==> src/rtl/irq_link_alloc_pkg.sv <==
// Package: shared constants and types for the interrupt link allocator.
// Assumes 8-bit use counts, where 8'hFF marks an excluded entry.
package irq_link_alloc_pkg;

    localparam int           CNT_W     = 8;
    localparam logic [7:0]   CNT_EXCL  = 8'hFF;
    localparam logic [7:0]   CNT_SAT   = 8'hFE;
    localparam logic [7:0]   LINK_OFF  = 8'h80;

    typedef enum logic [1:0] {
        ST_IDLE  = 2'd0,
        ST_LSCAN = 2'd1,
        ST_LDEC  = 2'd2,
        ST_ISCAN = 2'd3
    } alloc_state_e;

endpackage

==> src/rtl/ila_count_bank.sv <==
// Module: a bank of saturating use counters with one combinational read port.
// Each entry resets to 0 if its ELIG_MASK bit is set, and to the excluded
// marker otherwise. Reserve overrides increment. An increment stops at the
// saturation value, so an excluded entry is never incremented.
module ila_count_bank #(
    parameter int                DEPTH     = 16,
    parameter int                IDX_W     = 4,
    parameter logic [DEPTH-1:0]  ELIG_MASK = '1
) (
    input  logic                                   clk,
    input  logic                                   rst_n,
    input  logic [IDX_W-1:0]                       rd_idx,
    output logic [irq_link_alloc_pkg::CNT_W-1:0]   rd_cnt,
    input  logic                                   inc_en,
    input  logic [IDX_W-1:0]                       inc_idx,
    input  logic                                   rsv_en,
    input  logic [IDX_W-1:0]                       rsv_idx
);
    import irq_link_alloc_pkg::*;

    logic [CNT_W-1:0] cnt_q [DEPTH];

    generate
        for (genvar g = 0; g < DEPTH; g++) begin : g_entry
            localparam logic [IDX_W-1:0] MY_IDX = IDX_W'(g);
            // Purpose: reset, reserve or saturating-increment one entry.
            always_ff @(posedge clk) begin
                if (!rst_n) begin
                    cnt_q[g] <= ELIG_MASK[g] ? '0 : CNT_EXCL;
                end else if (rsv_en && rsv_idx == MY_IDX) begin
                    cnt_q[g] <= CNT_EXCL;
                end else if (inc_en && inc_idx == MY_IDX && cnt_q[g] < CNT_SAT) begin
                    cnt_q[g] <= cnt_q[g] + 1'b1;
                end
            end
        end
    endgenerate

    // Purpose: combinational read of the entry under scan.
    always_comb begin
        rd_cnt = cnt_q[rd_idx];
    end

endmodule

==> src/rtl/ila_min_scan.sv <==
// Module: a sequential minimum search, one entry per clock.
// A start pulse clears the result and points at entry 0. Entries 0 to
// DEPTH-1 are then compared on the following DEPTH edges. fin pulses on the
// edge that compares the last entry. A strictly smaller count replaces the
// best, so ties keep the lowest index. With SKIP_EXCL set, entries holding
// the excluded marker are never taken.
module ila_min_scan #(
    parameter int DEPTH     = 8,
    parameter int IDX_W     = 3,
    parameter bit SKIP_EXCL = 1'b0
) (
    input  logic                                  clk,
    input  logic                                  rst_n,
    input  logic                                  start,
    output logic [IDX_W-1:0]                      rd_idx,
    input  logic [irq_link_alloc_pkg::CNT_W-1:0]  rd_cnt,
    output logic                                  fin,
    output logic                                  found,
    output logic [IDX_W-1:0]                      best_idx
);
    import irq_link_alloc_pkg::*;

    localparam logic [IDX_W-1:0] LAST_IDX = IDX_W'(DEPTH - 1);

    logic             active_q;
    logic [CNT_W-1:0] best_cnt_q;
    logic             take;

    // Purpose: decide whether the current entry beats the best so far.
    always_comb begin
        take = (!SKIP_EXCL || rd_cnt != CNT_EXCL) && (!found || rd_cnt < best_cnt_q);
    end

    // Purpose: step the index and keep the running minimum.
    always_ff @(posedge clk) begin
        if (!rst_n) begin
            active_q   <= 1'b0;
            rd_idx     <= '0;
            fin        <= 1'b0;
            found      <= 1'b0;
            best_idx   <= '0;
            best_cnt_q <= '0;
        end else begin
            fin <= 1'b0;
            if (start) begin
                active_q <= 1'b1;
                rd_idx   <= '0;
                found    <= 1'b0;
            end else if (active_q) begin
                if (take) begin
                    found      <= 1'b1;
                    best_idx   <= rd_idx;
                    best_cnt_q <= rd_cnt;
                end
                if (rd_idx == LAST_IDX) begin
                    active_q <= 1'b0;
                    fin      <= 1'b1;
                end else begin
                    rd_idx <= rd_idx + 1'b1;
                end
            end
        end
    end

endmodule

==> src/rtl/ila_ctrl.sv <==
// Module: allocation sequencer.
// In idle it accepts a request and either starts the link search or
// computes the rotated link directly. It then makes the link decision, which
// bumps the link count and, if the link register is exactly 8'h80, starts
// the IRQ search. Finally it reports the result for one cycle. It also
// tracks the "no allocation yet" state that gates configuration commands.
// Assumes the link register bytes do not change while busy.
module ila_ctrl #(
    parameter int NUM_LINKS  = 8,
    parameter int LINK_W     = 3,
    parameter int IRQ_W      = 4,
    parameter int SLOT_W     = 5,
    parameter int PIN_W      = 3,
    parameter int FIXED_BASE = 4
) (
    input  logic              clk,
    input  logic              rst_n,
    input  logic              alloc_req,
    input  logic [SLOT_W-1:0] alloc_slot,
    input  logic [PIN_W-1:0]  alloc_pin,
    input  logic              fixed_map,
    input  logic              cmd_valid,
    input  logic              link_fin,
    input  logic              link_found,
    input  logic [LINK_W-1:0] link_best,
    input  logic              irq_fin,
    input  logic              irq_found,
    input  logic [IRQ_W-1:0]  irq_best,
    input  logic [7:0]        chosen_reg,
    output logic              link_start,
    output logic              irq_start,
    output logic              link_inc,
    output logic [LINK_W-1:0] cur_link,
    output logic              irq_inc,
    output logic              cold,
    output logic              busy,
    output logic              done,
    output logic [LINK_W:0]   link_num,
    output logic              wr_en,
    output logic [LINK_W-1:0] wr_link,
    output logic [7:0]        wr_irq,
    output logic              err_no_irq,
    output logic              cmd_reject
);
    import irq_link_alloc_pkg::*;

    localparam int SUM_W = ((SLOT_W > PIN_W) ? SLOT_W : PIN_W) + 4;

    alloc_state_e      state_q;
    logic [LINK_W-1:0] sel_link_q;
    logic [SUM_W-1:0]  fix_sum;
    logic [LINK_W-1:0] fix_link;
    logic              accept;
    logic              decide;
    logic              irq_done;

    // Purpose: rotated link index for the fixed-mapping mode.
    always_comb begin
        fix_sum  = SUM_W'(FIXED_BASE) + SUM_W'(alloc_slot) + SUM_W'(alloc_pin);
        fix_link = LINK_W'(fix_sum % SUM_W'(NUM_LINKS));
    end

    // Purpose: per-cycle strobes to the scanners and counter banks.
    always_comb begin
        accept     = (state_q == ST_IDLE) && alloc_req;
        decide     = ((state_q == ST_LSCAN) && link_fin && link_found) || (state_q == ST_LDEC);
        cur_link   = (state_q == ST_LSCAN) ? link_best : sel_link_q;
        link_start = accept && !fixed_map;
        link_inc   = decide;
        irq_start  = decide && (chosen_reg == LINK_OFF);
        irq_done   = (state_q == ST_ISCAN) && irq_fin;
        irq_inc    = irq_done && irq_found;
    end

    // Purpose: state sequencing and registered result outputs.
    always_ff @(posedge clk) begin
        if (!rst_n) begin
            state_q    <= ST_IDLE;
            sel_link_q <= '0;
            cold       <= 1'b1;
            busy       <= 1'b0;
            done       <= 1'b0;
            link_num   <= '0;
            wr_en      <= 1'b0;
            wr_link    <= '0;
            wr_irq     <= '0;
            err_no_irq <= 1'b0;
            cmd_reject <= 1'b0;
        end else begin
            done       <= 1'b0;
            wr_en      <= 1'b0;
            err_no_irq <= 1'b0;
            cmd_reject <= cmd_valid && !cold;
            if (accept) begin
                cold <= 1'b0;
                busy <= 1'b1;
                if (fixed_map) begin
                    sel_link_q <= fix_link;
                    state_q    <= ST_LDEC;
                end else begin
                    state_q <= ST_LSCAN;
                end
            end else if (decide) begin
                sel_link_q <= cur_link;
                if (chosen_reg == LINK_OFF) begin
                    state_q <= ST_ISCAN;
                end else begin
                    done     <= 1'b1;
                    busy     <= 1'b0;
                    link_num <= (LINK_W + 1)'(cur_link) + (LINK_W + 1)'(1);
                    state_q  <= ST_IDLE;
                end
            end else if (irq_done) begin
                done       <= 1'b1;
                busy       <= 1'b0;
                link_num   <= (LINK_W + 1)'(sel_link_q) + (LINK_W + 1)'(1);
                wr_en      <= irq_found;
                wr_link    <= sel_link_q;
                wr_irq     <= 8'(irq_best);
                err_no_irq <= !irq_found;
                state_q    <= ST_IDLE;
            end
        end
    end

endmodule

==> src/rtl/irq_link_alloc.sv <==
// Module: top of the interrupt link allocator.
// Ties the sequencer to a link count bank, an IRQ count bank and one min
// scanner for each. Configuration commands reach the IRQ bank only while no
// allocation has been accepted. Assumes ALLOWED_IRQS has one bit per IRQ.
module irq_link_alloc #(
    parameter int                  NUM_LINKS    = 8,
    parameter int                  NUM_IRQS     = 16,
    parameter int                  SLOT_W       = 5,
    parameter int                  PIN_W        = 3,
    parameter int                  FIXED_BASE   = 4,
    parameter logic [NUM_IRQS-1:0] ALLOWED_IRQS = 16'hDEF8,
    localparam int                 LINK_W       = $clog2(NUM_LINKS),
    localparam int                 IRQ_W        = $clog2(NUM_IRQS)
) (
    input  logic                   clk,
    input  logic                   rst_n,
    input  logic                   alloc_req,
    input  logic [SLOT_W-1:0]      alloc_slot,
    input  logic [PIN_W-1:0]       alloc_pin,
    input  logic                   fixed_map,
    input  logic                   cmd_valid,
    input  logic                   cmd_reserve,
    input  logic [IRQ_W-1:0]       cmd_irq,
    input  logic [NUM_LINKS*8-1:0] link_regs,
    output logic                   busy,
    output logic                   done,
    output logic [LINK_W:0]        link_num,
    output logic                   wr_en,
    output logic [LINK_W-1:0]      wr_link,
    output logic [7:0]             wr_irq,
    output logic                   err_no_irq,
    output logic                   cmd_reject
);
    import irq_link_alloc_pkg::*;

    logic              link_start, link_fin, link_found, link_inc;
    logic [LINK_W-1:0] link_rd_idx, link_best, cur_link;
    logic [CNT_W-1:0]  link_rd_cnt;
    logic              irq_start, irq_fin, irq_found, irq_inc_ctrl;
    logic [IRQ_W-1:0]  irq_rd_idx, irq_best, irq_inc_idx;
    logic [CNT_W-1:0]  irq_rd_cnt;
    logic              cold;
    logic              cmd_rsv_en, irq_inc_en;
    logic [7:0]        chosen_reg;

    // Purpose: route commands and allocation bumps into the IRQ bank.
    always_comb begin
        cmd_rsv_en  = cmd_valid && cmd_reserve && cold;
        irq_inc_en  = irq_inc_ctrl || (cmd_valid && !cmd_reserve && cold);
        irq_inc_idx = irq_inc_ctrl ? irq_best : cmd_irq;
        chosen_reg  = link_regs[cur_link*8 +: 8];
    end

    ila_count_bank #(
        .DEPTH     (NUM_LINKS),
        .IDX_W     (LINK_W),
        .ELIG_MASK ({NUM_LINKS{1'b1}})
    ) u_link_cnt (
        .clk     (clk),
        .rst_n   (rst_n),
        .rd_idx  (link_rd_idx),
        .rd_cnt  (link_rd_cnt),
        .inc_en  (link_inc),
        .inc_idx (cur_link),
        .rsv_en  (1'b0),
        .rsv_idx ({LINK_W{1'b0}})
    );

    ila_count_bank #(
        .DEPTH     (NUM_IRQS),
        .IDX_W     (IRQ_W),
        .ELIG_MASK (ALLOWED_IRQS)
    ) u_irq_cnt (
        .clk     (clk),
        .rst_n   (rst_n),
        .rd_idx  (irq_rd_idx),
        .rd_cnt  (irq_rd_cnt),
        .inc_en  (irq_inc_en),
        .inc_idx (irq_inc_idx),
        .rsv_en  (cmd_rsv_en),
        .rsv_idx (cmd_irq)
    );

    ila_min_scan #(
        .DEPTH     (NUM_LINKS),
        .IDX_W     (LINK_W),
        .SKIP_EXCL (1'b0)
    ) u_link_scan (
        .clk      (clk),
        .rst_n    (rst_n),
        .start    (link_start),
        .rd_idx   (link_rd_idx),
        .rd_cnt   (link_rd_cnt),
        .fin      (link_fin),
        .found    (link_found),
        .best_idx (link_best)
    );

    ila_min_scan #(
        .DEPTH     (NUM_IRQS),
        .IDX_W     (IRQ_W),
        .SKIP_EXCL (1'b1)
    ) u_irq_scan (
        .clk      (clk),
        .rst_n    (rst_n),
        .start    (irq_start),
        .rd_idx   (irq_rd_idx),
        .rd_cnt   (irq_rd_cnt),
        .fin      (irq_fin),
        .found    (irq_found),
        .best_idx (irq_best)
    );

    ila_ctrl #(
        .NUM_LINKS  (NUM_LINKS),
        .LINK_W     (LINK_W),
        .IRQ_W      (IRQ_W),
        .SLOT_W     (SLOT_W),
        .PIN_W      (PIN_W),
        .FIXED_BASE (FIXED_BASE)
    ) u_ctrl (
        .clk        (clk),
        .rst_n      (rst_n),
        .alloc_req  (alloc_req),
        .alloc_slot (alloc_slot),
        .alloc_pin  (alloc_pin),
        .fixed_map  (fixed_map),
        .cmd_valid  (cmd_valid),
        .link_fin   (link_fin),
        .link_found (link_found),
        .link_best  (link_best),
        .irq_fin    (irq_fin),
        .irq_found  (irq_found),
        .irq_best   (irq_best),
        .chosen_reg (chosen_reg),
        .link_start (link_start),
        .irq_start  (irq_start),
        .link_inc   (link_inc),
        .cur_link   (cur_link),
        .irq_inc    (irq_inc_ctrl),
        .cold       (cold),
        .busy       (busy),
        .done       (done),
        .link_num   (link_num),
        .wr_en      (wr_en),
        .wr_link    (wr_link),
        .wr_irq     (wr_irq),
        .err_no_irq (err_no_irq),
        .cmd_reject (cmd_reject)
    );

endmodule

==> config.mk <==
export PLATFORM = sky130hd
export DESIGN_NAME = irq_link_alloc
export DESIGN_NICKNAME = d
export VERILOG_FILES = /design/src/rtl/irq_link_alloc_pkg.sv /design/src/rtl/ila_count_bank.sv /design/src/rtl/ila_min_scan.sv /design/src/rtl/ila_ctrl.sv /design/src/rtl/irq_link_alloc.sv
export SDC_FILE = /design/constraint.sdc
export NUM_CORES = 1
export LEC_CHECK = 0
export BUFFER_PORTS_ARGS = -buffer_cell sky130_fd_sc_hd__buf_2
export CAP_MARGIN = 20
export CORE_ASPECT_RATIO = 2
export CORE_MARGIN = 2
export CORE_UTILIZATION = 60
export DETAILED_ROUTE_END_ITERATION = 16
export PLACE_DENSITY = 0.78
export SLEW_MARGIN = 30
export SYNTH_ARGS = -nofsm -noshare
export SYNTH_HDL_FRONTEND = slang
export SYNTH_HIERARCHICAL = 1
export SYNTH_SLANG_ARGS = --single-unit
export TNS_END_PERCENT = 1
==> constraint.sdc <==
create_clock -name clk -period 6.9 [get_ports clk]
set_input_delay 1.725 -clock clk [delete_from_list [all_inputs] [get_ports clk]]
set_output_delay 1.725 -clock clk [all_outputs]
set_load 0.02 [all_outputs]
# Word-level counts from Yosys, hierarchy flattened
# Memory sizes are Yosys's and may differ from the RTL's. A register that Yosys moved wholly into a read port is not among the register bits.
# Index checks and enable logic that the tools add are counted.
# classes
bitwise	50
reduce_logical	109
shifts	1
n_eq_ne	47
order_cmp	26
add_sub_neg	30
mux	209
# op_table
op	count
8-bit two-way mux	40
8-bit by 1-bit adder with 8-bit output (second input constant)	24
8-bit less-than comparator (second input constant)	24
1-bit two-way mux	152
1-bit logical AND	77
4-bit == test (second input constant)	17
64-bit by 7-bit variable part select with 8-bit output	1
1-bit OR	40
4-bit by 3-bit == test with 1-bit output (second input constant)	8
4-bit two-way mux	6
3-bit two-way mux	6
4-bit by 2-bit == test with 1-bit output (second input constant)	4
8-bit less-than comparator	2
3-bit == test (second input constant)	5
2-bit AND reduction	6
3-bit AND reduction	4
2-bit two-way mux	5
1-bit inverter	10
3-bit by 1-bit adder with 4-bit output (second input constant)	2
4-bit by 1-bit == test with 1-bit output (second input constant)	2
8-bit == test (second input constant)	1
4-bit zero test	2
8-bit inequality test (second input constant)	1
3-bit by 2-bit == test with 1-bit output (second input constant)	2
other kinds (18)	31
# word_totals
n_memories	2
elab_cells	497
reg_bits	58
in_bits	82
out_inout_bits	20
mem_bits_rw	192
# mem_list
name	depth	width	read_ports	rd_ports_with_merged_regs	write_ports	line_no	text
u_irq_cnt.cnt_q	16	8	17	1	16	ila_count_bank.sv:21	logic [CNT_W-1:0] cnt_q [DEPTH];
u_link_cnt.cnt_q	8	8	9	1	8	ila_count_bank.sv:21	

# Longest topological paths before layout
# depth
word_depth	12
ltp_mapped	13
mapped_depth_nobuf	9

# Hierarchy
# Netlist, hierarchy kept.
# by_module_without_submodules
module	n_inst	cells_each	seq_area_each_um2	area_each_um2
ila_count_bank at u_irq_cnt	1	699	3843.7	7897.6
ila_count_bank at u_link_cnt	1	333	1921.8	4018.9
ila_ctrl	1	115	440.4	1118.6
ila_min_scan at u_irq_scan	1	107	380.4	954.7
ila_min_scan at u_link_scan	1	94	340.3	864.6
irq_link_alloc	1	37	0.0	616.8

# Least setup slack after synthesis
# No wires, ideal clock.
# synth_path
path_type	input -> register
start	input port link_regs[29]
end	register u_irq_scan.best_cnt_q[0]
arrival_time_ps	3808
n_path_buf	1
setup_time_ps	120
path_slack_ps	2972
path_stages	8
required_time_ps	6780
path_cell_list	mux4_1 > mux2_2 > or4b_4 > a211oi_2 > nor4_2 > o31a_4 > buf_6 > mux2i_1
# synth_via
elab_chain_cells	5
# synth_lines
item	line_no	text
from (decl)	irq_link_alloc.sv:24	input logic [NUM_LINKS*8-1:0] link_regs,
64-bit by 7-bit variable part select with 8-bit output	irq_link_alloc.sv:51	chosen_reg = link_regs[cur_link*8 +: 8];
via chosen_reg[5]	irq_link_alloc.sv:44	logic [7:0] chosen_reg;
8-bit == test	ila_ctrl.sv:70	irq_start = decide && (chosen_reg == LINK_OFF);
1-bit logical AND	ila_ctrl.sv:70	
via irq_start	irq_link_alloc.sv:39	logic irq_start, irq_fin, irq_found, irq_inc_ctrl;
1-bit inverter (no source line)	-	
3-bit AND reduction (no source line)	-	
to (signal assigned)	ila_min_scan.sv:53	best_cnt_q <= rd_cnt;
to (decl)	ila_min_scan.sv:26	logic [CNT_W-1:0] best_cnt_q;
# The timed path passes the listed nets, and every way through them passes these cells.
# A chain may end at the register's enable or synchronous reset.

# Worst setup path in the final report
# layout_path
start	register u_ctrl.state_q[0]
end	register u_irq_scan.best_idx[1]
# layout_via
elab_chain_cells	7
word_cells_on_any_way	11
cone_classes	3 x eq/ne; 1 x shift; 1 x mux; 1 x bitwise; 5 x reduce/logical
# layout_lines
item	line_no	text
from (decl)	ila_ctrl.sv:49	alloc_state_e state_q;
from (signal assigned)	ila_ctrl.sv:78	state_q <= ST_IDLE;
from (signal assigned)	ila_ctrl.sv:99	state_q <= ST_LDEC;
from (signal assigned)	ila_ctrl.sv:101	state_q <= ST_LSCAN;
2-bit by 1-bit == test with 1-bit output	ila_ctrl.sv:67	cur_link = (state_q == ST_LSCAN) ? link_best : sel_link_q;
3-bit two-way mux	ila_ctrl.sv:67	
via cur_link[0]	irq_link_alloc.sv:37	logic [LINK_W-1:0] link_rd_idx, link_best, cur_link;
64-bit by 7-bit variable part select with 8-bit output	irq_link_alloc.sv:51	
via chosen_reg[1]	irq_link_alloc.sv:44	
8-bit == test	ila_ctrl.sv:70	
1-bit logical AND	ila_ctrl.sv:70	
via irq_start	irq_link_alloc.sv:39	
1-bit inverter (no source line)	-	
3-bit AND reduction (no source line)	-	
to (signal assigned)	ila_min_scan.sv:52	best_idx <= rd_idx;
to (decl)	ila_min_scan.sv:19	output logic [IDX_W-1:0] best_idx
# The timed path passes the listed nets, and every way through them passes these cells.

==> metrics.yaml <==
max_freq_mhz: 235
arrival_ns: 4.67
yosys_warnings: 6
start_kind: "flop"
rrSetupSlack_ns: 2.64
ctsResizeCount: 0
critical_path_class: "flop to flop"
dp.cells: 1772
grt_first_pass_wirelength_mm: 62.1
cts_inserted_buffers: 24
fin_hold_ws_ns: 0.455
finalClockSkew_ns: 0.0119
slew_headroom_pct: 37.2
post_drt_wl_per_cell_um: 21.8
fin_nets: 1585
fill_cells: 2010
fin_setup_tns_ns: 0
status: "finished, final reports clean"
max-clock-path-buffers: 3
hpwl_mm: 29.7
num_vias: 11800
cts_tree: "done"
postSynthAreaPerCell_sq_um: 11.2
r2r_cells: 9
p_total_uw: 3480
synth_cell_type_count: 79
finalSetupViolations: 0
pin_count: 102
worst_slew_pin_slew_ns: 0.940
powerDensity_nw_per_um2: 205
syn_area_sq_um: 15500
core_region_area_sq_um: 25500
required_ns: 7.31
whs_path_depth: 2
hp-class: "flop to flop"
portBuffers: 95
gp_congestion: 1.01
yosysSeqAreaShare_pct: 44.8
min_period_ns: 4.26
clk_latency_ns: 0.54
die_area_sq_um: 27200
synth_edf_count: 192
start_util_pct: 60.6
rsz0062_at_grt: "false"
async_flop_share_pct: 0
period_share_pct: 61.8
drt_iter0_markers: 930
drive_above_1_share_pct: 14.8
cap_violations: 0
vias_per_cell: 6.50
fin_cells: 1817
drv_slew: 0
routed_wl_mm: 39.6
critPathMaxFanout: 26
first_global_vias: 12000
r2r_start: "u_ctrl/state_q[0]"
synth_flop_cell: "edfxtp_1"
leakage_uw: 0.00604
synthCells: 1385
num_rows: 83
cts.sinks: 250
ant_nets: 0
firstDrtPassIters: 5
grt-ovfl-total: 0
min_from: "u_link_scan/active_q"
h-tree-depth: 1
clk_pin_slew_ns: 0.07
grtUsageTotal_pct: 28.8
critPathCaptureType: "flop"
drc_errors: 0
syn_to_final_growth_pct: 9.43
die_y_um: 231
clockRootBuffer: "clkbuf_16"
fp.dieW_um: 118
cts_hold_buf: 0
grt_max_degree: 50
vdd_drop_max_uv: 247
cp-startpoint: "u_ctrl/state_q[0]"
yosys_register_bits: 250
hold_viol: 0
cts_setup_buffers: 0
antenna_found_initial: 0
==> per-stage QoR <==
| step | worst slack, ns | area (sq um) | util, % |
|---|---|---|---|
| 2_1_floorplan | 2.97 | 15500 | - |
| 3_3_place_gp | 2.64 | 16100 | 62.9 |
| 3_5_place_dp | 2.58 | 16100 | 62.9 |
| 4_1_cts | 2.66 | 16900 | 66.3 |
| 5_1_grt | 2.52 | 16900 | 66.3 |
| 6_report | 2.64 | 16900 | 66.3 |
==> state kept, by name (all words and copies together) (netlist names), 2 cells and up <==
name,count
u_ctrl/link_num,4
u_ctrl/sel_link_q,3
u_ctrl/state_q,2
u_ctrl/wr_irq,4
u_ctrl/wr_link,3
u_irq_cnt/cnt_q,128
u_irq_scan/best_cnt_q,8
u_irq_scan/best_idx,4
u_irq_scan/rd_idx,4
u_link_cnt/cnt_q,64
u_link_scan/best_cnt_q,8
u_link_scan/best_idx,3
u_link_scan/rd_idx,3
==> synthesized netlist by cell type (all sizes together) (2+ instances only) <==
library cell / instances / area share, %
edfxtp: 192 / 37
o21ai: 163 / 5.3
nand2: 153 / 3.7
nand3: 109 / 3.5
xor2: 90 / 5.1
mux4: 64 / 10
dfxtp: 58 / 7.5
ha: 45 / 3.6
inv: 43 / 1.0
xnor2: 43 / 2.4
nor2: 42 / 1.0
buf: 35 / 1.7
and3: 34 / 1.5
nand4: 30 / 1.2
mux2i: 29 / 1.9
a21oi: 25 / 0.83
nand2b: 25 / 1.0
clkbuf: 23 / 0.56
mux2: 23 / 1.7
o211ai: 18 / 0.91
a22oi: 17 / 0.86
and4: 14 / 0.79
or2: 13 / 0.53
a41oi: 12 / 0.68
nor2b: 8 / 0.32
a31oi: 7 / 0.38
nor3: 6 / 0.19
or3: 5 / 0.20
a22o: 4 / 0.23
and2: 4 / 0.16
nand3b: 4 / 0.19
nand4b: 4 / 0.32
a211oi: 3 / 0.26
nor3b: 3 / 0.24
o21a: 3 / 0.15
o21bai: 3 / 0.17
or3b: 3 / 0.19
a311o: 2 / 0.14
and3b: 2 / 0.11
and4b: 2 / 0.13
conb: 2 / 0.049
nand4bb: 2 / 0.15
o2111ai: 2 / 0.15
or4: 2 / 0.12
or4b: 2 / 0.15
==> layout make-up <==
cell class	count	area [sq um]	area share, %
multi-input combinational	1040	8060	47.6
inverter	43	161	0.953
timing repair buffer	99	505	2.99
sequential	250	6930	40.9
tap	340	425	2.51
antenna	1	2.50	0.0148
clock inverter	14	134	0.791
clock buffer	30	718	4.24
==> worst max-delay path: stages, from the launching register on <==
cell and delay, ns:
dfxtp_1 0.57, nor2b_1 0.34, mux2_2 0.71, mux4_1 0.68, mux2_2 0.30, or4_4 0.57, a211oi_2 0.45, nor4_2 0.12
o31a_4 0.22, mux2i_1 0.16
==> where the power goes <==
part / internal, uW / switching, uW
logic: 144 / 173
clock network: 820 / 585
registers: 1670 / 81.3
==> cell families (layout without fill, tap and decap cells) <==
logic type / Yosys count / count (layout) / share of synthesized area, %
multiplexers: 116 / 116 / 13.9
XOR/XNOR: 133 / 133 / 7.53
flip-flops: 250 / 250 / 44.8
buffers and inverters: 101 / 186 / 3.31
other: 2 / 9 / 0.0485
adder cells (fa/ha/maj): 45 / 45 / 3.64
AO/OA/AOI/OAI: 267 / 267 / 10.7
AND/OR/NAND/NOR: 471 / 471 / 16.1
==> cell usage in the layout (no fill, tap or decap), types with 6 or more instances in the layout <==
cell and n:
a41oi_1 12, nand3_1 109, a21oi_1 24, conb_1 8, nor2_1 42, clkbuf_16 28, and4_1 14, or2_2 9
mux4_1 42, nand2_1 153, xor2_1 90, dfxtp_1 57, inv_1 43, nand2b_1 25, edfxtp_1 192, and3_1 29
xnor2_1 43, o21ai_0 158, ha_1 45, a31oi_1 6, nor2b_1 8, nor3_1 6, buf_2 95, mux2_2 21
mux2i_1 29, mux4_2 22, o211ai_1 17, nand4_1 30, a22oi_1 16
==> routing by layer <==
layer | GRT usage [%] | up-vias | routed length (um)
met5 | 0 | - | 0
met4 | 17.1 | 0 | 2520
met3 | 4.04 | 152 | 1780
met2 | 55.8 | 438 | 22000
met1 | 28.7 | 5794 | 13300
li1 | - | 5418 | -
==> final timing paths <==
kind,to
setup / recovery,u_irq_scan/best_idx[1]
hold reg to reg,u_link_scan/fin
setup reg to reg,u_irq_scan/best_idx[1]
hold / removal,u_link_scan/fin
Note: power is estimated with default switching activity, not from simulation.
